`src/rtl/lpt_pkg.sv`:
```
package lpt_pkg;
  localparam int LPT_DW = 8;
  localparam int LPT_AW = 3;

  localparam logic [LPT_AW-1:0] OFF_DATA   = 3'd0;
  localparam logic [LPT_AW-1:0] OFF_STATUS = 3'd1;
  localparam logic [LPT_AW-1:0] OFF_CTRL   = 3'd2;
  localparam logic [LPT_AW-1:0] OFF_XADDR  = 3'd3;
  localparam logic [LPT_AW-1:0] OFF_XDATA  = 3'd4;

  localparam int BIT_BIDIR  = 5;
  localparam int BIT_ACKIRQ = 4;

  typedef struct packed {
    logic              wrData;
    logic              wrCtrl;
    logic              wrXAddr;
    logic              wrXData;
    logic              rdAny;
    logic              rdStatus;
    logic [LPT_AW-1:0] rdSel;
  } lptStrobes_t;
endpackage

```
`src/rtl/lptDecode.sv`:
```
module lptDecode
  import lpt_pkg::*;
(
  input  logic              cs,
  input  logic              we,
  input  logic [LPT_AW-1:0] addr,
  output lptStrobes_t       strobes
);
  logic wrCycle;
  logic rdCycle;

  assign wrCycle = cs && we;
  assign rdCycle = cs && !we;

  always_comb begin
    strobes          = '0;
    strobes.wrData   = wrCycle && (addr == OFF_DATA);
    strobes.wrCtrl   = wrCycle && (addr == OFF_CTRL);
    strobes.wrXAddr  = wrCycle && (addr == OFF_XADDR);
    strobes.wrXData  = wrCycle && (addr == OFF_XDATA);
    strobes.rdAny    = rdCycle;
    strobes.rdStatus = rdCycle && (addr == OFF_STATUS);
    strobes.rdSel    = addr;
  end
endmodule

```
`src/rtl/lptAckDetect.sv`:
```
module lptAckDetect #(
  parameter int SYNC_STAGES = 2
) (
  input  logic clk,
  input  logic rstN,
  input  logic ackIn,
  output logic ackFall
);
  localparam int CHAIN_W = SYNC_STAGES + 1;

  logic [CHAIN_W-1:0] chain;

  genvar g;
  generate
    for (g = 0; g < CHAIN_W; g++) begin : g_stage
      if (g == 0) begin : g_first
        always_ff @(posedge clk or negedge rstN) begin
          if (!rstN) chain[0] <= 1'b1;
          else       chain[0] <= ackIn;
        end
      end else begin : g_next
        always_ff @(posedge clk or negedge rstN) begin
          if (!rstN) chain[g] <= 1'b1;
          else       chain[g] <= chain[g-1];
        end
      end
    end
  endgenerate

  assign ackFall = chain[CHAIN_W-1] && !chain[CHAIN_W-2];
endmodule

```
`src/rtl/lptDatapath.sv`:
```
module lptDatapath
  import lpt_pkg::*;
#(
  parameter logic [LPT_DW-1:0] CTRL_FORCE = 8'hC0
) (
  input  logic              clk,
  input  logic              rstN,
  input  lptStrobes_t       strobes,
  input  logic [LPT_DW-1:0] wdata,
  input  logic [LPT_DW-1:0] portDataIn,
  input  logic [LPT_DW-1:0] portStatusIn,
  input  logic              ackFall,
  output logic [LPT_DW-1:0] rdata,
  output logic [LPT_DW-1:0] portDataOut,
  output logic [LPT_DW-1:0] portCtrlOut,
  output logic              ctrlPush,
  output logic              irq
);
  logic [LPT_DW-1:0] dataReg;
  logic [LPT_DW-1:0] ctrlReg;
  logic [LPT_DW-1:0] xAddrReg;
  logic [LPT_DW-1:0] xDataReg;
  logic [LPT_DW-1:0] rdataReg;
  logic [LPT_DW-1:0] ctrlNext;
  logic [LPT_DW-1:0] readMux;
  logic              ctrlDiffers;
  logic              pushReg;
  logic              irqReg;

  assign ctrlNext    = wdata | CTRL_FORCE;
  assign ctrlDiffers = ctrlNext != ctrlReg;

  always_ff @(posedge clk or negedge rstN) begin
    if (!rstN) begin
      dataReg  <= '0;
      xAddrReg <= '0;
      xDataReg <= '0;
    end else begin
      if (strobes.wrData)  dataReg  <= wdata;
      if (strobes.wrXAddr) xAddrReg <= wdata;
      if (strobes.wrXData) xDataReg <= wdata;
    end
  end

  always_ff @(posedge clk or negedge rstN) begin
    if (!rstN) begin
      ctrlReg <= CTRL_FORCE;
      pushReg <= 1'b0;
    end else begin
      pushReg <= strobes.wrCtrl && ctrlDiffers;
      if (strobes.wrCtrl && ctrlDiffers) ctrlReg <= ctrlNext;
    end
  end

  always_comb begin
    unique case (strobes.rdSel)
      OFF_DATA:   readMux = ctrlReg[BIT_BIDIR] ? portDataIn : dataReg;
      OFF_STATUS: readMux = portStatusIn;
      OFF_CTRL:   readMux = ctrlReg;
      OFF_XADDR:  readMux = xAddrReg;
      OFF_XDATA:  readMux = xDataReg;
      default:    readMux = {LPT_DW{1'b1}};
    endcase
  end

  always_ff @(posedge clk or negedge rstN) begin
    if (!rstN)              rdataReg <= '0;
    else if (strobes.rdAny) rdataReg <= readMux;
  end

  // A new acknowledge edge takes priority over the clear from a status read.
  always_ff @(posedge clk or negedge rstN) begin
    if (!rstN)                                irqReg <= 1'b0;
    else if (ackFall && ctrlReg[BIT_ACKIRQ])  irqReg <= 1'b1;
    else if (strobes.rdStatus)                irqReg <= 1'b0;
  end

  assign rdata       = rdataReg;
  assign portDataOut = dataReg;
  assign portCtrlOut = ctrlReg;
  assign ctrlPush    = pushReg;
  assign irq         = irqReg;
endmodule

```
`src/rtl/printer_port_regs.sv`:
```
module printer_port_regs
  import lpt_pkg::*;
#(
  parameter int                SYNC_STAGES = 2,
  parameter logic [LPT_DW-1:0] CTRL_FORCE  = 8'hC0
) (
  input  logic              clk,
  input  logic              rstN,
  input  logic              cs,
  input  logic              we,
  input  logic [LPT_AW-1:0] addr,
  input  logic [LPT_DW-1:0] wdata,
  output logic [LPT_DW-1:0] rdata,
  output logic [LPT_DW-1:0] portDataOut,
  output logic [LPT_DW-1:0] portCtrlOut,
  output logic              ctrlPush,
  input  logic [LPT_DW-1:0] portDataIn,
  input  logic [LPT_DW-1:0] portStatusIn,
  input  logic              ackIn,
  output logic              irq
);
  lptStrobes_t strobes;
  logic        ackFall;

  lptDecode u_decode (
    .cs      (cs),
    .we      (we),
    .addr    (addr),
    .strobes (strobes)
  );

  lptAckDetect #(.SYNC_STAGES(SYNC_STAGES)) u_ack (
    .clk     (clk),
    .rstN    (rstN),
    .ackIn   (ackIn),
    .ackFall (ackFall)
  );

  lptDatapath #(.CTRL_FORCE(CTRL_FORCE)) u_dp (
    .clk          (clk),
    .rstN         (rstN),
    .strobes      (strobes),
    .wdata        (wdata),
    .portDataIn   (portDataIn),
    .portStatusIn (portStatusIn),
    .ackFall      (ackFall),
    .rdata        (rdata),
    .portDataOut  (portDataOut),
    .portCtrlOut  (portCtrlOut),
    .ctrlPush     (ctrlPush),
    .irq          (irq)
  );
endmodule

```
`config.mk`:
```
export PLATFORM = sky130hd
export DESIGN_NAME = printer_port_regs
export DESIGN_NICKNAME = d
export VERILOG_FILES = /design/src/rtl/lpt_pkg.sv /design/src/rtl/lptDecode.sv /design/src/rtl/lptAckDetect.sv /design/src/rtl/lptDatapath.sv /design/src/rtl/printer_port_regs.sv
export SDC_FILE = /design/constraint.sdc
export NUM_CORES = 1
export LEC_CHECK = 0
export ABC_CLOCK_PERIOD_IN_PS = 1400
export BUFFER_PORTS_ARGS = -buffer_cell sky130_fd_sc_hd__buf_2
export CAP_MARGIN = 5
export CORE_UTILIZATION = 52
export DETAILED_ROUTE_END_ITERATION = 7
export HOLD_SLACK_MARGIN = 0.1
export PLACE_DENSITY = 0.81
export SYNTH_ARGS = -nofsm -noshare
export SYNTH_HDL_FRONTEND = slang
export SYNTH_SLANG_ARGS = --single-unit
```
`constraint.sdc`:
```
create_clock -name clk -period 1.4 [get_ports clk]
set_input_delay 0.35 -clock clk [delete_from_list [all_inputs] [get_ports clk]]
set_output_delay 0.35 -clock clk [all_outputs]
set_load 0.005 [all_outputs]
```
==> reports/summary.json, run 1 <==
{
  "mappedNetlistArea": {"value": 0.00211, "unit": "mm2"},
  "initialDrtViolationCount": {"value": 124},
  "critical_path.top_delay_family": {"value": "flip-flops"},
  "clk_latency": {"value": 0.30, "unit": "ns"},
  "final-setup-viol-count": {"value": 0},
  "place.gp.congestion": {"value": 0.887},
  "io_buffers": {"value": 55},
  "insertedDiodeCount": {"value": 0},
  "final-instance-count-excl-fill": {"value": 301},
  "largest_net_degree_at_the_start_of_global_routing": {"value": 28},
  "tritoncts_num_sinks": {"value": 43},
  "grt_use_total": {"value": 26.2, "unit": "%"},
  "yosysTopAreaCell": {"value": "dfrtp_1"},
  "gr-total-overflow": {"value": 0},
  "fin_hold_ws": {"value": 0.151, "unit": "ns"},
  "dieArea": {"value": 0.00431, "unit": "mm2"},
  "vias": {"value": 1706},
  "num_rows": {"value": 22},
  "cp-endpoint": {"value": "portCtrlOut[5]"},
  "detail_route.wirelength.met1": {"value": 2.23, "unit": "mm"},
  "post_layout_util": {"value": 72.8, "unit": "%"},
  "met2_length": {"value": 2.24, "unit": "mm"},
  "hold_viol": {"value": 0},
  "post_drt_wl_per_cell": {"value": 16.6, "unit": "um"},
  "grt_pass1_wl": {"value": 8.14, "unit": "mm"},
  "rr_endpoint": {"value": "u_dp.rdata[3]"},
  "fraction_of_registers_with_async_set_or_reset_after_synthesis": {"value": 100, "unit": "%"},
  "core_footprint": {"value": 0.00377, "unit": "mm2"},
  "top_cells_by_count_synth": {"value": "40 x dfrtp_1, 40 x mux2_2, 10 x nand2_1"},
  "crit_path_max_fanout": {"value": 6},
  "synth.yosys.warnings": {"value": 0},
  "rr_worst_depth": {"value": 5},
  "cellPowerDensity": {"value": 1190, "unit": "mW/mm2"},
  "cap_violations": {"value": 0},
  "grt_pass1_vias": {"value": 1610},
  "critical_path.slowest_cell": {"value": "dfrtp_1"},
  "cts_post_setup_buffers_inserted": {"value": 0},
  "timing.fmax": {"value": 760, "unit": "MHz"},
  "die-width": {"value": 65.7, "unit": "um"},
  "fin_setup_tns": {"value": 0, "unit": "ns"},
  "worst-setup-path-type": {"value": "reg -> out"},
  "numCtsBuffers": {"value": 5},
  "crit_path_start": {"value": "u_dp.portCtrlOut[5]"},
  "h_tree_depth": {"value": 2},
  "slowest_delay": {"value": 0.38, "unit": "ns"},
  "path_depth": {"value": 2},
  "worst_ir_drop_vdd": {"value": 0.000853, "unit": "V"},
  "clockBufferDepth": {"value": 2},
  "timing.critical_path.buf_inv": {"value": 2},
  "critical_path_arrival": {"value": 0.97, "unit": "ns"},
  "synth_sequential_area_ratio": {"value": 51.2, "unit": "%"},
  "postRouteWirelength": {"value": 5.00, "unit": "mm"},
  "crit_path_cell_trace": {"value": "buf_4 -> buf_2"},
  "timing.final.crit_period": {"value": 1.32, "unit": "ns"},
  "detailedPlacementHpwl": {"value": 3.76, "unit": "mm"},
  "cp.required": {"value": 1.05, "unit": "ns"},
  "netlist.area_leader.share": {"value": 47.5, "unit": "%"},
  "die_h": {"value": 65.7, "unit": "um"},
  "clkSlewWorstSetupHoldPaths": {"value": 0.07, "unit": "ns"},
  "cts-root-buf": {"value": "clkbuf_8"},
  "avgViaCountPerCell": {"value": 5.67},
  "tritoncts": {"value": "done"},
  "worst_clock_skew": {"value": 0.00878, "unit": "ns"},
  "post-route-period-util": {"value": 93.9, "unit": "%"},
  "finalNetCount": {"value": 284},
  "place.detailed.instances": {"value": 292},
  "syn_inst": {"value": 169},
  "synth.distinct_cells": {"value": 35},
  "postPlaceCellArea": {"value": 0.00265, "unit": "mm2"},
  "yosys_register_bits": {"value": 43},
  "fillCellCount": {"value": 271},
  "number_of_flops_mapped_to_enable_cells_by_yosys": {"value": 0},
  "leakage_power_of_the_design": {"value": 1.25, "unit": "nW"},
  "report.final.slew_viol_count": {"value": 0},
  "fin_area": {"value": 0.00275, "unit": "mm2"},
  "result_of_the_run": {"value": "completed"},
  "worst_hold_path_type": {"value": "in -> reg"},
  "routed_antenna_nets": {"value": 0},
  "syn2layout_area_growth": {"value": 30.2, "unit": "%"},
  "drtPass1Iterations": {"value": 4},
  "number_of_antenna_violations_at_the_first_check_in_global_routing": {"value": 0},
  "yosys-top-cells-area": {"value": "dfrtp_1 47%, mux2_2 21%, dfstp_2 3.7%"},
  "drive_gt1_share": {"value": 54.2, "unit": "%"},
  "setup.worst_path.end_class": {"value": "output pin"},
  "regToRegSetupSlack": {"value": 0.11, "unit": "ns"},
  "topmost_layer_with_routed_signal_wires": {"value": "met4"},
  "rr_startpoint": {"value": "u_dp.portCtrlOut[5]"},
  "wl_met3": {"value": 441, "unit": "um"},
  "drc_errors": {"value": 0},
  "unrepaired_setup_endpoints_after_global_routing": {"value": "no"},
  "ioPinCount": {"value": 58},
  "syn_avg_cell_area": {"value": 12.5, "unit": "um2"},
  "worst_setup_path_start_kind": {"value": "register"},
  "ys_dominant_reg_cell": {"value": "dfrtp_1"},
  "floorplan.initialDensity": {"value": 55.9, "unit": "%"}
}
-- worst min-delay path by stage --
stage | startpoint | to | slack [ns] | cells after the start
floorplan | rstN | u_dp.ctrlPush | 0.05 | 0
global placement | rstN | u_dp.portDataOut[3] | 0.30 | 1
detailed placement | rstN | u_dp.xAddrReg[3] | 0.30 | 1
CTS | ackIn | u_ack.chain[0] | 0.15 | 1
global route | ackIn | u_ack.chain[0] | 0.15 | 1
finish | ackIn | u_ack.chain[0] | 0.15 | 1
-- cell families after synthesis --
logic type / share of synthesized area (%)
mux: 23.9
flops: 51.2
simple gates: 9.44
compound gates: 10.0
buf+inv: 2.73
xor+xnor: 2.49
other cells: 0.178
-- state kept, by name (all words and copies together) (netlist names) --
name and flops:
u_dp.xAddrReg 8, u_dp.xDataReg 8, u_dp.rdata 8, u_dp.portCtrlOut 6, u_dp.ctrlPush 1, u_ack.chain 3, u_dp.portDataOut 8, u_dp.irq 1
-- cell type report --
type                       count  area [um2]  area share (%)
multi-input combinational    117         975            35.5
clock buffer                   7        76.3            2.78
tap                           48        60.1            2.19
sequential                    43        1080            39.3
clock inverter                 1        5.00           0.182
inverter                       1        3.75           0.137
timing repair buffer          84         546            19.9
-- worst reg2reg max path: cells and delay by family, from the launching register on --
| family | cells | cell delay (ns) |
|---|---|---|
| buffers and inverters | 1 | 0.17 |
| and+or+nand+nor | 1 | 0.06 |
| muxes | 1 | 0.35 |
| AOI/OAI and AO/OA | 2 | 0.27 |
| DFF | 1 | 0.34 |
-- report_power, final --
group	internal, W	switching (W)
logic	0.000502	0.000358
clock network	0.000350	0.000394
registers	0.00149	0.000177
total	0.00235	0.000928
-- timing repair --
item	4_1_cts	5_1_grt
hold buffers	1	0
hold endpoints to repair	13	0
setup endpoints to repair	0	0
gates resized for setup	0	0
-- layout by cell type (no fill, tap or decap), types with 2 or more instances in the layout --
cell       synthesis  routed
xnor2_1            4       4
a21oi_1            5       5
nor2_2             2       2
o21a_1             6       6
dfstp_2            3       3
a22oi_1            5       5
buf_12             0       4
mux2i_1            2       2
dfrtp_1           40      40
xor2_1             2       2
clkbuf_8           0       5
nand3b_1           3       3
o31ai_1            2       2
conb_1             1       2
nand2_1           10      10
mux2_1             3       3
o2111ai_1          6       6
nor2_1             5       5
o21ai_0            2       2
nand2b_1           3       3
buf_2              4      55
buf_4              2      24
clkbuf_1           2       2
nand3_1            5       5
mux2_2            40      40
-- through the flow --
stage	setup slack (ns)	total power, W
after CTS	0.0836	0.00328
after global routing	0.0509	0.00345
final	0.0850	0.00327
after detailed placement	-0.130	0.00254
after global placement	-0.0969	0.00251
after floorplan	0.0138	0.00213
-- metal layers --
metal / vias up / global-route usage (%)
met5: - / 0
met2: 76 / 38.1
li1: 782 / -
met1: 838 / 39.0
met3: 10 / 5.21
met4: 0 / 7.88
Power figures use the tool's default switching activity.
==> run 2: changes to the inputs <==
--- a/config.mk
+++ b/config.mk
@@ -5,6 +5,7 @@
 export SDC_FILE = /design/constraint.sdc
 export NUM_CORES = 1
 export LEC_CHECK = 0
+export ABC_AREA = 1
 export ABC_CLOCK_PERIOD_IN_PS = 1400
 export BUFFER_PORTS_ARGS = -buffer_cell sky130_fd_sc_hd__buf_2
 export CAP_MARGIN = 5
==> run 2 against run 1 <==
- global-route usage grew 0.79 points
- die area increased by 5.4%
- synthesized area grew 5.6%
- hold slack got worse by 0.0081 ns
- register-to-register slack got worse by 0.02 ns
- core utilization shrank 4.7 points
- clock power grew 2%
- non-clock buffer count fell by 10
- combinational power about the same
- power down 0.94%
- critical endpoint unchanged
- largest cell class unchanged
- highest routed layer unchanged
==> reports/summary.json, run 2 <==
{
  "result_of_the_run": {"value": "completed"},
  "crit_path_max_fanout": {"value": 10},
  "met2_length": {"value": 2.75, "unit": "mm"},
  "cts-root-buf": {"value": "clkbuf_8"},
  "post-route-period-util": {"value": 95.8, "unit": "%"},
  "num_rows": {"value": 23},
  "tritoncts_num_sinks": {"value": 43},
  "post_synth_and_or_nand_nor_area_fraction": {"value": 35.0, "unit": "%"},
  "postPlaceCellArea": {"value": 0.00264, "unit": "mm2"},
  "place.detailed.instances": {"value": 413},
  "timing.final.crit_period": {"value": 1.34, "unit": "ns"},
  "leakage_power_of_the_design": {"value": 1.57, "unit": "nW"},
  "worst_slack": {"value": 0.0589, "unit": "ns"},
  "worst_setup_path_start_kind": {"value": "register"},
  "regToRegSetupSlack": {"value": 0.09, "unit": "ns"},
  "critical_path_arrival": {"value": 0.99, "unit": "ns"},
  "dp_slack": {"value": -0.0215, "unit": "ns"},
  "ioPinCount": {"value": 58},
  "core_footprint": {"value": 0.00406, "unit": "mm2"},
  "cap_violations": {"value": 0},
  "drtPass1Iterations": {"value": 4},
  "die_h": {"value": 67.4, "unit": "um"},
  "yosysTopAreaCell": {"value": "dfrtp_1"},
  "synth.yosys.warnings": {"value": 0},
  "topmost_layer_with_routed_signal_wires": {"value": "met4"},
  "initialDrtViolationCount": {"value": 106},
  "synth_compound_area_share": {"value": 9.27, "unit": "%"},
  "worst_hold_path_type": {"value": "in -> reg"},
  "h_tree_depth": {"value": 2},
  "synth_xor_area_share": {"value": 0, "unit": "%"},
  "grt_pass1_vias": {"value": 2008},
  "setup.worst_path.end_class": {"value": "output pin"},
  "unrepaired_setup_endpoints_after_global_routing": {"value": "yes"},
  "synth_top_family_by_area": {"value": "simple AND/OR/NAND/NOR gates"},
  "number_of_flops_mapped_to_enable_cells_by_yosys": {"value": 0},
  "hold_viol": {"value": 0},
  "tritoncts": {"value": "done"},
  "place.gp.congestion": {"value": 0.899},
  "worst_clock_skew": {"value": 0.00296, "unit": "ns"},
  "io_buffers": {"value": 55},
  "cellPowerDensity": {"value": 1170, "unit": "mW/mm2"},
  "clkSlewWorstSetupHoldPaths": {"value": 0.08, "unit": "ns"},
  "syn_inst": {"value": 298},
  "grt_pass1_wl": {"value": 8.92, "unit": "mm"},
  "vias": {"value": 2097},
  "detail_route.wirelength.met1": {"value": 2.30, "unit": "mm"},
  "worst-setup-path-type": {"value": "reg -> out"},
  "largest_net_degree_at_the_start_of_global_routing": {"value": 27},
  "mappedNetlistArea": {"value": 0.00223, "unit": "mm2"},
  "drive_gt1_share": {"value": 29.4, "unit": "%"},
  "clockBufferDepth": {"value": 2},
  "fraction_of_registers_with_async_set_or_reset_after_synthesis": {"value": 100, "unit": "%"},
  "final_cell_mix": {"value": "130 x nand2_1, 55 x buf_2, 40 x dfrtp_1, 33 x nor2_1, 22 x inv_1"},
  "final-instance-count-excl-fill": {"value": 424},
  "postRouteWirelength": {"value": 5.40, "unit": "mm"},
  "finalNetCount": {"value": 405},
  "final-setup-viol-count": {"value": 0},
  "commonest_non_fill_non_tap_cell_in_the_layout": {"value": "nand2_1"},
  "grt_use_total": {"value": 27.0, "unit": "%"},
  "wl_met3": {"value": 264, "unit": "um"},
  "worst_ir_drop_vdd": {"value": 0.000655, "unit": "V"},
  "most_frequent_cell_after_synthesis": {"value": "nand2_1"},
  "yosys-top-cells-area": {"value": "dfrtp_1 45%, nand2_1 22%, nor2_1 5.6%"},
  "post_drt_wl_per_cell": {"value": 12.7, "unit": "um"},
  "routed_antenna_nets": {"value": 0},
  "insertedDiodeCount": {"value": 0},
  "fin_area": {"value": 0.00276, "unit": "mm2"},
  "muxShareOfSynthArea": {"value": 0, "unit": "%"},
  "synth_sequential_area_ratio": {"value": 48.5, "unit": "%"},
  "ys_dominant_reg_cell": {"value": "dfrtp_1"},
  "syn2layout_area_growth": {"value": 24.1, "unit": "%"},
  "arithmetic_cell_share_of_the_synthesized_area_counting_full_adders_half_adders_and_majority_gates": {"value": 0, "unit": "%"},
  "detailedPlacementHpwl": {"value": 4.08, "unit": "mm"},
  "top_cells_by_count_synth": {"value": "130 x nand2_1, 40 x dfrtp_1, 33 x nor2_1"},
  "report.final.slew_viol_count": {"value": 0},
  "avgViaCountPerCell": {"value": 4.95},
  "number_of_antenna_violations_at_the_first_check_in_global_routing": {"value": 0},
  "gr-total-overflow": {"value": 0},
  "timing.fmax": {"value": 746, "unit": "MHz"},
  "dieArea": {"value": 0.00455, "unit": "mm2"},
  "drc_errors": {"value": 0},
  "synth.distinct_cells": {"value": 20},
  "die-width": {"value": 67.4, "unit": "um"},
  "floorplan.initialDensity": {"value": 54.9, "unit": "%"},
  "syn_avg_cell_area": {"value": 7.47, "unit": "um2"},
  "yosys_register_bits": {"value": 43},
  "cp.required": {"value": 1.05, "unit": "ns"},
  "clk_latency": {"value": 0.30, "unit": "ns"},
  "netlist.area_leader.share": {"value": 45.0, "unit": "%"},
  "numCtsBuffers": {"value": 5}
}
-- run 2: cell count changes after synthesis, moves of 11 or more --
cell	previous run	this run
o21ai_2	0	11
nor2_1	5	33
nand2_1	10	130
inv_1	1	22
mux2_2	40	0
-- run 2: cell type report --
class,instances,area [um2]
multi-input cells,223,1000
flip-flops and latches,43,1080
fillers,344,1290
clock inverters,3,15.0
inverters,26,97.6
repair buffers,74,437
well taps,50,62.6
clock buffers,5,68.8
-- run 2: power breakdown --
group / leakage [nW] / switching (W) / internal, W
Sequential: 0.526 / 0.000152 / 0.00147
Combinational: 0.998 / 0.000473 / 0.000387
Clock: 0.0477 / 0.000421 / 0.000341
Total: 1.57 / 0.00105 / 0.00220
-- run 2: through the flow --
| stage | hold WS, ns | TNS, ns | utilization [%] | power, W |
|---|---|---|---|---|
| 2_1_floorplan | 0.0544 | 0 | - | 0.00208 |
| 3_3_place_gp | 0.310 | 0 | 65.1 | 0.00243 |
| 3_5_place_dp | 0.317 | -0.0989 | 65.1 | 0.00248 |
| 4_1_cts | 0.133 | 0 | 67.5 | 0.00325 |
| 5_1_grt | 0.123 | -0.0189 | 68.1 | 0.00349 |
| 6_report | 0.143 | 0 | 68.1 | 0.00324 |
-- run 2: final timing paths --
| kind | endpoint | start | cells after the start |
|---|---|---|---|
| worst max-delay path | portCtrlOut[5] | u_dp.portCtrlOut[5] | 2 |
| worst min-delay path | u_ack.chain[0] | ackIn | 1 |
| worst max register to register | u_dp.portCtrlOut[5] | u_dp.portCtrlOut[5] | 9 |
| worst min register to register | u_ack.chain[1] | u_ack.chain[0] | 0 |
| max in group asynchronous | u_dp.xAddrReg[7] | rstN | 3 |
| min in group asynchronous | u_dp.portCtrlOut[4] | rstN | 2 |
-- run 2: kinds of logic (layout without fill, tap and decap cells) --
family,count (synthesis),after routing
AOI/OAI and AO/OA,33,33
other,1,2
DFF,43,43
buffers and inverters,33,108
and+or+nand+nor,188,188
-- run 2: critical path, cell delays in order (launching register included) --
cell and delay [ns]:
dfrtp_1 0.41, buf_6 0.16, buf_2 0.13
-- run 2: repair_timing --
action | 4_1_cts | 5_1_grt
pin swaps | 0 | 1
cloned | 0 | 0
setup endpoints to repair | 1 | 8
hold endpoints to repair | 14 | 0
resized for setup | 1 | 2
setup buffers | 0 | 2
hold buffers | 1 | 0
-- run 2: layer usage --
metal	vias up	track usage, %
li1	1070	-
met1	966	33.5
met2	54	44.4
met3	7	6.93
met4	0	10.9
met5	-	0
